## src/rtl/uart_rx_pkg.sv

```systemverilog
package uart_rx_pkg;

    localparam int MAX_DATA_W = 16;

    typedef enum logic [2:0] {
        ST_IDLE,
        ST_START,
        ST_DATA,
        ST_PAR,
        ST_STOP
    } rx_state_e;

    typedef struct packed {
        logic short_len;
        logic par_en;
        logic par_odd;
    } rx_cfg_t;

    typedef struct packed {
        logic [MAX_DATA_W-1:0] data;
        logic                  par_bad;
        logic                  stop_bad;
    } rx_frame_t;

    // Mismatch when the ones count of data plus parity bit disagrees with the selected sense.
    function automatic logic par_mismatch(input logic [MAX_DATA_W-1:0] d,
                                          input logic pbit,
                                          input logic odd);
        return ((^d) ^ pbit) != odd;
    endfunction

endpackage

```

## src/rtl/uart_rx_sync.sv

```systemverilog
module uart_rx_sync #(
    parameter int STAGES = 2
) (
    input  logic clk,
    input  logic rst,
    input  logic d,
    output logic q
);
    logic [STAGES-1:0] chain;

    always_ff @(posedge clk) begin
        if (rst) chain <= '1;
        else     chain <= {chain[STAGES-2:0], d};
    end

    assign q = chain[STAGES-1];
endmodule

```

## src/rtl/uart_rx_framer.sv

```systemverilog
module uart_rx_framer
    import uart_rx_pkg::*;
#(
    parameter int DATA_W = 8
) (
    input  logic      clk,
    input  logic      rst,
    input  logic      en,
    input  logic      tick,
    input  logic      line,
    input  rx_cfg_t   cfg,
    output logic      frame_vld,
    output rx_frame_t frame
);
    localparam int CNT_W = $clog2(DATA_W);
    localparam logic [CNT_W-1:0] LAST_FULL  = CNT_W'(DATA_W - 1);
    localparam logic [CNT_W-1:0] LAST_SHORT = CNT_W'(DATA_W - 2);

    rx_state_e         state;
    rx_cfg_t           cfg_q;
    logic [CNT_W-1:0]  cnt;
    logic [DATA_W-1:0] shreg;
    logic              par_bit;
    logic [CNT_W-1:0]  last_idx;

    assign last_idx = cfg_q.short_len ? LAST_SHORT : LAST_FULL;

    always_ff @(posedge clk) begin
        if (rst) begin
            state     <= ST_IDLE;
            cfg_q     <= '0;
            cnt       <= '0;
            shreg     <= '0;
            par_bit   <= 1'b0;
            frame_vld <= 1'b0;
            frame     <= '0;
        end else begin
            frame_vld <= 1'b0;
            if (!en) begin
                state <= ST_IDLE;
            end else begin
                case (state)
                    ST_IDLE: begin
                        if (!line) begin
                            state <= ST_START;
                            cfg_q <= cfg;
                        end
                    end
                    ST_START: begin
                        if (tick) begin
                            if (!line) begin
                                state <= ST_DATA;
                                cnt   <= '0;
                                shreg <= '0;
                            end else begin
                                state <= ST_IDLE;
                            end
                        end
                    end
                    ST_DATA: begin
                        if (tick) begin
                            shreg[cnt] <= line;
                            if (cnt == last_idx)
                                state <= cfg_q.par_en ? ST_PAR : ST_STOP;
                            else
                                cnt <= cnt + 1'b1;
                        end
                    end
                    ST_PAR: begin
                        if (tick) begin
                            par_bit <= line;
                            state   <= ST_STOP;
                        end
                    end
                    ST_STOP: begin
                        if (tick) begin
                            frame_vld      <= 1'b1;
                            frame.data     <= MAX_DATA_W'(shreg);
                            frame.par_bad  <= cfg_q.par_en &&
                                              par_mismatch(MAX_DATA_W'(shreg), par_bit, cfg_q.par_odd);
                            frame.stop_bad <= !line;
                            state          <= ST_IDLE;
                        end
                    end
                    default: state <= ST_IDLE;
                endcase
            end
        end
    end
endmodule

```

## src/rtl/uart_rx_buf.sv

```systemverilog
module uart_rx_buf #(
    parameter int DATA_W = 8
) (
    input  logic              clk,
    input  logic              rst,
    input  logic              push,
    input  logic [DATA_W-1:0] push_data,
    input  logic              pop,
    output logic [DATA_W-1:0] rd_data,
    output logic              rdy,
    output logic              full2,
    output logic              hold_v,
    output logic              ovr_hit
);
    localparam int DEPTH = 2;

    logic [DATA_W-1:0] ent_q [DEPTH];
    logic [DATA_W-1:0] ent_n [DEPTH];
    logic [1:0]        cnt_q, cnt_n;
    logic              hv_q, hv_n;
    logic [DATA_W-1:0] hd_q, hd_n;

    always_comb begin
        for (int i = 0; i < DEPTH; i++) ent_n[i] = ent_q[i];
        cnt_n   = cnt_q;
        hv_n    = hv_q;
        hd_n    = hd_q;
        ovr_hit = 1'b0;
        if (pop && cnt_q != 2'd0) begin
            ent_n[0] = ent_q[1];
            cnt_n    = cnt_n - 2'd1;
        end
        if (hv_n && cnt_n < 2'd2) begin
            ent_n[cnt_n[0]] = hd_n;
            cnt_n           = cnt_n + 2'd1;
            hv_n            = 1'b0;
        end
        if (push) begin
            if (cnt_n < 2'd2) begin
                ent_n[cnt_n[0]] = push_data;
                cnt_n           = cnt_n + 2'd1;
            end else if (!hv_n) begin
                hd_n = push_data;
                hv_n = 1'b1;
            end else begin
                hd_n    = push_data;
                ovr_hit = 1'b1;
            end
        end
    end

    always_ff @(posedge clk) begin
        if (rst) begin
            for (int i = 0; i < DEPTH; i++) ent_q[i] <= '0;
            cnt_q <= '0;
            hv_q  <= 1'b0;
            hd_q  <= '0;
        end else begin
            for (int i = 0; i < DEPTH; i++) ent_q[i] <= ent_n[i];
            cnt_q <= cnt_n;
            hv_q  <= hv_n;
            hd_q  <= hd_n;
        end
    end

    assign rd_data = ent_q[0];
    assign rdy     = cnt_q != 2'd0;
    assign full2   = cnt_q == 2'd2;
    assign hold_v  = hv_q;
endmodule

```

## src/rtl/uart_rx_top.sv

```systemverilog
module uart_rx_top
    import uart_rx_pkg::*;
#(
    parameter int DATA_W      = 8,
    parameter int SYNC_STAGES = 2
) (
    input  logic              clk,
    input  logic              rst,
    input  logic              rx_en,
    input  logic              samp_tick,
    input  logic              rx_line,
    input  logic              cfg_short,
    input  logic              cfg_par_en,
    input  logic              cfg_par_odd,
    input  logic              rd_stb,
    input  logic              err_clr,
    output logic [DATA_W-1:0] rd_data,
    output logic              rdy,
    output logic              full2,
    output logic              par_err,
    output logic              frm_err,
    output logic              ovr_err
);
    logic      line_s;
    rx_cfg_t   cfg;
    logic      frame_vld;
    rx_frame_t frame;
    logic      hold_v;
    logic      ovr_hit;

    assign cfg = '{short_len: cfg_short, par_en: cfg_par_en, par_odd: cfg_par_odd};

    uart_rx_sync #(.STAGES(SYNC_STAGES)) u_sync (
        .clk(clk), .rst(rst), .d(rx_line), .q(line_s)
    );

    uart_rx_framer #(.DATA_W(DATA_W)) u_framer (
        .clk(clk), .rst(rst), .en(rx_en), .tick(samp_tick), .line(line_s),
        .cfg(cfg), .frame_vld(frame_vld), .frame(frame)
    );

    uart_rx_buf #(.DATA_W(DATA_W)) u_buf (
        .clk(clk), .rst(rst), .push(frame_vld), .push_data(frame.data[DATA_W-1:0]),
        .pop(rd_stb), .rd_data(rd_data), .rdy(rdy), .full2(full2),
        .hold_v(hold_v), .ovr_hit(ovr_hit)
    );

    // Sticky error flags: a new event wins over a clear in the same cycle.
    always_ff @(posedge clk) begin
        if (rst) begin
            par_err <= 1'b0;
            frm_err <= 1'b0;
            ovr_err <= 1'b0;
        end else begin
            if (frame_vld && frame.par_bad)  par_err <= 1'b1;
            else if (err_clr)                par_err <= 1'b0;
            if (frame_vld && frame.stop_bad) frm_err <= 1'b1;
            else if (err_clr)                frm_err <= 1'b0;
            if (ovr_hit)                     ovr_err <= 1'b1;
            else if (err_clr)                ovr_err <= 1'b0;
        end
    end
endmodule

```

## config.mk

```make
export PLATFORM = sky130hd
export DESIGN_NAME = uart_rx_top
export DESIGN_NICKNAME = d
export VERILOG_FILES = /design/src/rtl/uart_rx_pkg.sv /design/src/rtl/uart_rx_sync.sv /design/src/rtl/uart_rx_framer.sv /design/src/rtl/uart_rx_buf.sv /design/src/rtl/uart_rx_top.sv
export SDC_FILE = /design/constraint.sdc
export NUM_CORES = 1
export LEC_CHECK = 0
export BUFFER_PORTS_ARGS = -buffer_cell sky130_fd_sc_hd__clkbuf_2
export CORE_MARGIN = 5
export CORE_UTILIZATION = 40
export DETAILED_ROUTE_END_ITERATION = 6
export PLACE_DENSITY = 0.56
export SLEW_MARGIN = 20
export SYNTH_ARGS = -nofsm -noshare
export SYNTH_HDL_FRONTEND = slang
export SYNTH_SLANG_ARGS = --single-unit
```

## constraint.sdc

```tcl
create_clock -name clk -period 4.21 [get_ports clk]
set_input_delay 0.2105 -clock clk [delete_from_list [all_inputs] [get_ports clk]]
set_output_delay 0.2105 -clock clk [all_outputs]
set_load 0.01 [all_outputs]
```

==> results of run 1 <==
## layer usage
metal | global-route usage | up-vias | wire, µm
li1 | - | 1224 | -
met2 | 0.223 | 42 | 2970
met5 | 0 | - | 0
met3 | 0.0459 | 7 | 317
met1 | 0.180 | 1092 | 2980
met4 | 0.0415 | 0 | 83
## final cells by class
| class | count | area (µm²) |
|---|---|---|
| Inverter | 10 | 37.5 |
| Clock buffer | 13 | 149 |
| Fill cell | 747 | 4050 |
| Timing Repair Buffer | 24 | 125 |
| Clock inverter | 2 | 10.0 |
| Sequential cell | 61 | 1220 |
| Multi-Input combinational cell | 241 | 1610 |
| Tap cell | 99 | 124 |
## sequential cells by signal, indices dropped and copies added, names as in the netlist
| register | cells |
|---|---|
| u_buf.hd_q | 8 |
| par_err | 1 |
| u_sync.chain | 2 |
| ovr_err | 1 |
| u_buf.ent_q | 16 |
| u_buf.cnt_q | 2 |
| u_framer.frame | 10 |
| u_framer.par_bit | 1 |
| u_framer.state | 3 |
| frm_err | 1 |
| u_framer.cfg_q | 3 |
| u_framer.frame_vld | 1 |
| u_framer.shreg | 8 |
| u_framer.cnt | 3 |
| u_buf.hold_v | 1 |
## cell usage in the layout, fill, tap and decap left out, types with 10 or more instances in the layout
cell type,netlist,layout
a21oi_1,33,33
nor2_1,39,39
a211oi_1,10,10
mux2i_1,30,30
nand3_1,11,11
clkbuf_2,0,22
dfxtp_1,61,61
clkbuf_8,0,10
nand2_1,16,16
o21ai_0,19,19
## cells by family after synthesis
kind of cell    Yosys count  share of synthesized area
buf+inv                  43                     0.0706
mux                      30                     0.0985
xor+xnor                 12                     0.0415
flops                    61                      0.401
compound gates           99                      0.221
simple gates             96                      0.152
fa+ha+maj                 4                     0.0156
## through the flow
step           setup slack [ns]  instance area [µm²]  power (W)  cells  utilization
2_1_floorplan              2.23                 3050   0.000718    345            -
3_3_place_gp               1.69                 3120   0.000746    435        0.425
3_5_place_dp               1.63                 3120   0.000748    435        0.425
4_1_cts                    1.62                 3280    0.00118    450        0.447
5_1_grt                    1.39                 3280    0.00123    450        0.447
6_report                   1.63                 3280    0.00117    450        0.447
## worst max-delay path: cells and delay by family, from the launching register on
kind | cells | cell delay, ns
AOI/OAI and AO/OA | 2 | 0.85
and+or+nand+nor | 3 | 0.61
DFF | 1 | 0.46
buffers and inverters | 2 | 0.37
adders and majority gates | 1 | 0.23
## power by group through the flow
stage	Sequential [W]	Combinational, W	Clock (W)
global placement	0.000605	0.000141	0
global route	0.000593	0.000159	0.000475
finish	0.000592	0.000142	0.000435
CTS	0.000592	0.000143	0.000447
floorplan	0.000602	0.000115	0
detailed placement	0.000605	0.000143	0
## worst paths after layout
path | end | slack [ns]
worst max register to register | u_buf.ent_q[0][1]$_SDFF_PP0_ | 1.63
worst min-delay path | u_sync.chain[0]$_SDFF_PP1_ | 0.07
worst min register to register | u_sync.chain[1]$_SDFF_PP1_ | 0.41
worst max-delay path | u_buf.ent_q[0][1]$_SDFF_PP0_ | 1.63
==> run_results.csv, run 1 <==
group,metric,value,unit
clock_network,cts_resized,0,
logic_synthesis,syn_nets,358,
worst_setup_path,crit_type,"flop to flop",
logic_synthesis,synth_top_area_frac,0.401,
clock_network,cts_tree,"built",
clock_network,ctsHoldBuffers,0,
layout,nets,360,
layout,diodes,0,
clock_network,cts_setup_buffers,0,
place,dp_hpwl,4320,µm
sta,worst_clock_skew,0.00965,ns
worst_setup_path,slowest_delay,0.61,ns
floorplanning,start_util,0.416,
grt,grt_pass1_wl,10900,µm
route,routed_wl,6350,µm
logic_synthesis,synthCells,345,
hold_path,hold-path-cell-count,2,
worst_setup_path,startpoint_type,"flop",
worst_setup_path,reg2reg_depth,8,
clock_network,cts_buffer_depth,2,
place,port_buffers,22,
logic_synthesis,syn_area,3050,µm²
worst_setup_path,crit_chain,"inv_1, ha_1, nor2b_1, buf_4, nor3_1, a31oi_2, nand2b_1, o221a_2",
floorplanning,dieArea,9470,µm²
sta,drv_slew,0,
pwr,p_clk_frac,0.372,
logic_synthesis,ys_types,49,
clock_network,cts_root_buffer,"clkbuf_8",
sta,tns,0,ns
sta,max_slew.worst_pin.slew,0.769,ns
floorplanning,die_width,97.3,µm
logic_synthesis,synth_commonest_cells,"61 x dfxtp_1, 39 x nor2_1, 33 x a21oi_1",
sta,relSlewSlack,0.486,
logic_synthesis,yosysSeqAreaShare,0.401,
clock_network,cts_buffers,9,
sta,fmax,387,MHz
grt,overflow,0,
clock_network,htree_levels,3,
floorplanning,core,7330,µm²
hold_path,hold_start,"rx_line",
worst_setup_path,cp_max_fo,17,
logic_synthesis,synth_edf_count,0,
worst_setup_path,cp.required,4.49,ns
worst_setup_path,crit_start,"u_buf.cnt_q[0]$_SDFF_PP0_",
pwr,p_leak,1.35,nW
grt,grt_pass1_vias,2263,
route,drt-pass1-iter-count,4,
logic_synthesis,ys_warn_count,0,
pwr,pwr-share-comb,0.121,
clock_network,clkLatencyLatePin,0.33,ns
worst_setup_path,r2r_start,"u_buf.cnt_q[0]$_SDFF_PP0_",
logic_synthesis,ys.flop_type,"dfxtp_1",
layout,drive_gt1_frac,0.145,
worst_setup_path,cpMaxStageDelayCell,"a31oi_2",
clock_network,cts_sinks,61,
sta,hold_viol,0,
route,routedWlPerCell,14.1,µm
clock_network,clk_pin_slew,0.07,ns
logic_synthesis,synth_area_leader_cell,"dfxtp_1",
pwr,p_int,0.000858,W
sta,fin_crit_sh,0.613,
grt,grt_usage,0.140,
logic_synthesis,post-synth-top-count-cell,"dfxtp_1",
route,vias,2365,
route,routed_via_density,5.26,
grt,grt_max_degree,39,
hold_path,hold_class,"input port to flop",
grt,antenna_found_initial,0,
pwr,peakVddDrop,0.000185,V
sta,finalSetupViolCount,0,
route,drt_iter0_markers,115,
sta,grt_setup_unrepaired,"no",
run,cap_viol_max_count,0,
sta,final.min_clock_period,2.58,ns
sta,hold_slack,0.0680,ns
worst_setup_path,worstPathArrival,2.86,ns
route,drc,0,
status,status,"completed",
pwr,powerDensity,357,nW/µm²
route,ant_nets,0,
worst_setup_path,worstSetupEndpointType,"flop",
place,gp_congestion,0.781,
logic_synthesis,avgSynthCellArea,8.83,µm²
pwr,p_sw,0.000311,W
layout,area_delta_synth_final,7.55,%
floorplanning,die_h,97.3,µm
logic_synthesis,synthTopCellsByArea,"dfxtp_1 40%, mux2i_1 9.9%, a21oi_1 5.4%",
logic_synthesis,ys_async_sr_fraction,0,
pwr,power_frac_seq,0.506,
pwr,switching_share,0.266,
floorplanning,rows,31,
logic_synthesis,synth_seq_cells,61,
floorplanning,pin_count,23,
Power figures use the tool's default switching activity.
==> run 2: changes to the inputs <==
- ABC_AREA: default -> 1
- PLACE_DENSITY: 0.56 -> 0.58
- clock period: 4.21 -> 2.35 ns (I/O delays scaled with it)
==> run_results.csv, run 2 <==
group,metric,value,unit
sta,fin_crit_sh,0.857,
grt,grt_util_met1,0.170,
floorplanning,pin_count,23,
clock_network,cts_resized,0,
clock_network,cts_root_buffer,"clkbuf_8",
route,vias,2791,
route,drc,0,
sta,tns,0,ns
worst_setup_path,rrSetupSlack,0.34,ns
clock_network,clkLatencyLatePin,0.33,ns
sta,worst_slack,0.335,ns
logic_synthesis,ys_types,26,
layout,nets,494,
layout,seq_area,1220,µm²
logic_synthesis,ys.flop_type,"dfxtp_1",
place,dp_hpwl,4780,µm
hold_path,hold_class,"input port to flop",
sta,drv_slew,0,
sta,final.min_clock_period,2.01,ns
worst_setup_path,crit_chain,"inv_1, ha_1, inv_2, nand2_2, nand2_1, a21oi_4, nand2_4, nand2_1, nand2_2, inv_2, nor2_1, nor2_1",
worst_setup_path,cp.required,2.61,ns
logic_synthesis,synth_top_area_frac,0.399,
route,routedWlPerCell,11.1,µm
sta,fmax,496,MHz
place,gp_congestion,0.862,
logic_synthesis,post-synth-top-count-cell,"nand2_1",
hold_path,hold_end,"frm_err$_SDFFE_PP0P_",
layout,largestRegisters,"u_buf.ent_q x16, u_framer.frame x10",
hold_path,hold-path-cell-count,4,
grt,grt_usage,0.143,
floorplanning,dieArea,9510,µm²
worst_setup_path,crit_type,"flop to flop",
sta,relSlewSlack,0.675,
worst_setup_path,cpMaxStageDelayCell,"a21oi_4",
clock_network,cts_buffer_depth,2,
logic_synthesis,synth_area_leader_cell,"dfxtp_1",
sta,max_slew.worst_pin.slew,0.487,ns
logic_synthesis,ys_async_sr_fraction,0,
grt,grt_pass1_vias,2598,
sta,worst_clock_skew,0.00743,ns
logic_synthesis,ys_warn_count,0,
layout,drive_gt1_frac,0.126,
sta,hold_viol,0,
sta,finalSetupViolCount,0,
worst_setup_path,worstSetupEndpointType,"flop",
worst_setup_path,slowest_delay,0.34,ns
worst_setup_path,r2r_end,"u_buf.ent_q[0][4]$_SDFF_PP0_",
grt,overflow,0,
status,status,"completed",
grt,grt_pass1_wl,11400,µm
layout,diodes,0,
floorplanning,rows,32,
grt,met2_usage,0.247,
run,cap_viol_max_count,0,
layout,largest_register_ffs,16,
pwr,p_leak,1.58,nW
floorplanning,die_width,97.5,µm
logic_synthesis,synthTopCellsByArea,"dfxtp_1 40%, nand2_1 17%, o21ai_0 7.0%",
logic_synthesis,avgSynthCellArea,6.62,µm²
floorplanning,die_h,97.5,µm
clock_network,cts_setup_buffers,0,
floorplanning,core,7610,µm²
pwr,powerDensity,712,nW/µm²
layout,area_delta_synth_final,12.9,%
clock_network,clk_pin_slew,0.07,ns
route,ant_nets,0,
place,place_area,3210,µm²
clock_network,cts_sinks,61,
grt,grt_use_met3,0.0402,
route,drt-pass1-iter-count,4,
clock_network,htree_levels,3,
clock_network,cts_buffers,9,
logic_synthesis,yosysSeqAreaShare,0.399,
logic_synthesis,syn_nets,476,
logic_synthesis,synthCells,463,
layout,layout_common_cells,"138 x nand2_1, 61 x dfxtp_1, 52 x nor2_1",
worst_setup_path,path_buf_inv,3,
floorplanning,start_util,0.403,
worst_setup_path,worstPathArrival,2.28,ns
grt,grt_busiest_layer,"met2",
grt,antenna_found_initial,0,
route,routed_via_density,4.75,
worst_setup_path,reg2reg_depth,12,
pwr,peakVddDrop,0.000333,V
worst_setup_path,startpoint_type,"flop",
worst_setup_path,r2r_start,"u_buf.cnt_q[0]$_SDFF_PP0_",
layout,final_area,3460,µm²
logic_synthesis,synth_edf_count,0,
grt,grt_max_degree,36,
logic_synthesis,synth_commonest_cells,"138 x nand2_1, 61 x dfxtp_1, 52 x nor2_1",
layout,top_register,"u_buf.ent_q",
layout,multi_input_area,1540,µm²
worst_setup_path,cp_max_fo,10,
place,port_buffers,22,
layout,n_fill_cell,846,
worst_setup_path,cpLargestDelayFamily,"simple AND/OR/NAND/NOR gates",
route,routed_wl,6520,µm
route,drt_iter0_markers,117,
logic_synthesis,syn_area,3060,µm²
clock_network,cts_tree,"built",
logic_synthesis,synth_seq_cells,61,
layout,final_common_cell,"nand2_1",
hold_path,hold_start,"err_clr",
sta,grt_setup_unrepaired,"no",
place,dp_slack,0.307,ns
-- run 2: cell count changes after synthesis, moves of 7 or more --
cell      previous run  this run
a211oi_1            10         0
inv_1                9        42
mux2i_1             30         0
nand2_1             16       138
nand3_1             11        24
nor2_1              39        52
nor2b_1              7         0
o21ai_0             19        43
o31a_1               8         0
-- run 2: where the power goes --
part / total (W) / switching, W / internal [W]
combinational: 0.000265 / 0.000182 / 0.0000830
sequential: 0.00108 / 0.0000196 / 0.00106
clock: 0.00112 / 0.000390 / 0.000733
-- run 2: worst max-delay path by stage --
stage          cells past startpoint                 startpoint                            end
3_3_place_gp                      12  u_buf.cnt_q[0]$_SDFF_PP0_   u_buf.ent_q[0][3]$_SDFF_PP0_
4_1_cts                           12  u_buf.cnt_q[0]$_SDFF_PP0_   u_buf.ent_q[0][4]$_SDFF_PP0_
2_1_floorplan                     12  u_buf.cnt_q[0]$_SDFF_PP0_  u_buf.ent_q[0][10]$_SDFF_PP0_
5_1_grt                           12  u_buf.cnt_q[0]$_SDFF_PP0_   u_buf.ent_q[0][3]$_SDFF_PP0_
3_5_place_dp                      11  u_buf.cnt_q[0]$_SDFF_PP0_   u_buf.ent_q[0][4]$_SDFF_PP0_
6_report                          12  u_buf.cnt_q[0]$_SDFF_PP0_   u_buf.ent_q[0][4]$_SDFF_PP0_
-- run 2: routing by layer --
metal	share of wire	wire (µm)
met2	0.48	3150
met5	0	0
met3	0.037	239
met4	0.0060	39
met1	0.47	3100
-- run 2: layout make-up --
cell class,count,area share
Clock buffer,12,0.0419
Clock inverter,4,0.0275
Inverter,47,0.0510
Multi-Input combinational cell,334,0.444
Sequential cell,61,0.353
Tap cell,102,0.0369
Timing Repair Buffer,28,0.0456
-- run 2: through the flow --
stage	total power (W)	hold slack, ns	std cells	utilization
after floorplan	0.00130	0.221	463	-
after global routing	0.00259	0.0607	588	0.455
after CTS	0.00250	0.0516	588	0.455
after detailed placement	0.00136	0.303	571	0.422
after global placement	0.00136	0.299	571	0.422
final	0.00247	0.0618	588	0.455
-- run 2: cells by family (layout without fill, tap and decap cells) --
group,Yosys count,in the layout,share of synthesized area
buf+inv,68,91,0.0996
simple gates,242,242,0.336
compound gates,86,86,0.145
flops,61,61,0.399
xor+xnor,3,3,0.00858
fa+ha+maj,3,3,0.0123
-- run 2: worst min-delay path, cell delays in order --
cell      delay, ns
clkbuf_2       0.07
inv_1          0.05
nand2_1        0.05
a21oi_1        0.05
-- run 2: what timing repair did --
item,in CTS,in global routing
endpoints found under the hold margin,1,0
setup endpoints to repair,0,0
hold buffers,1,0
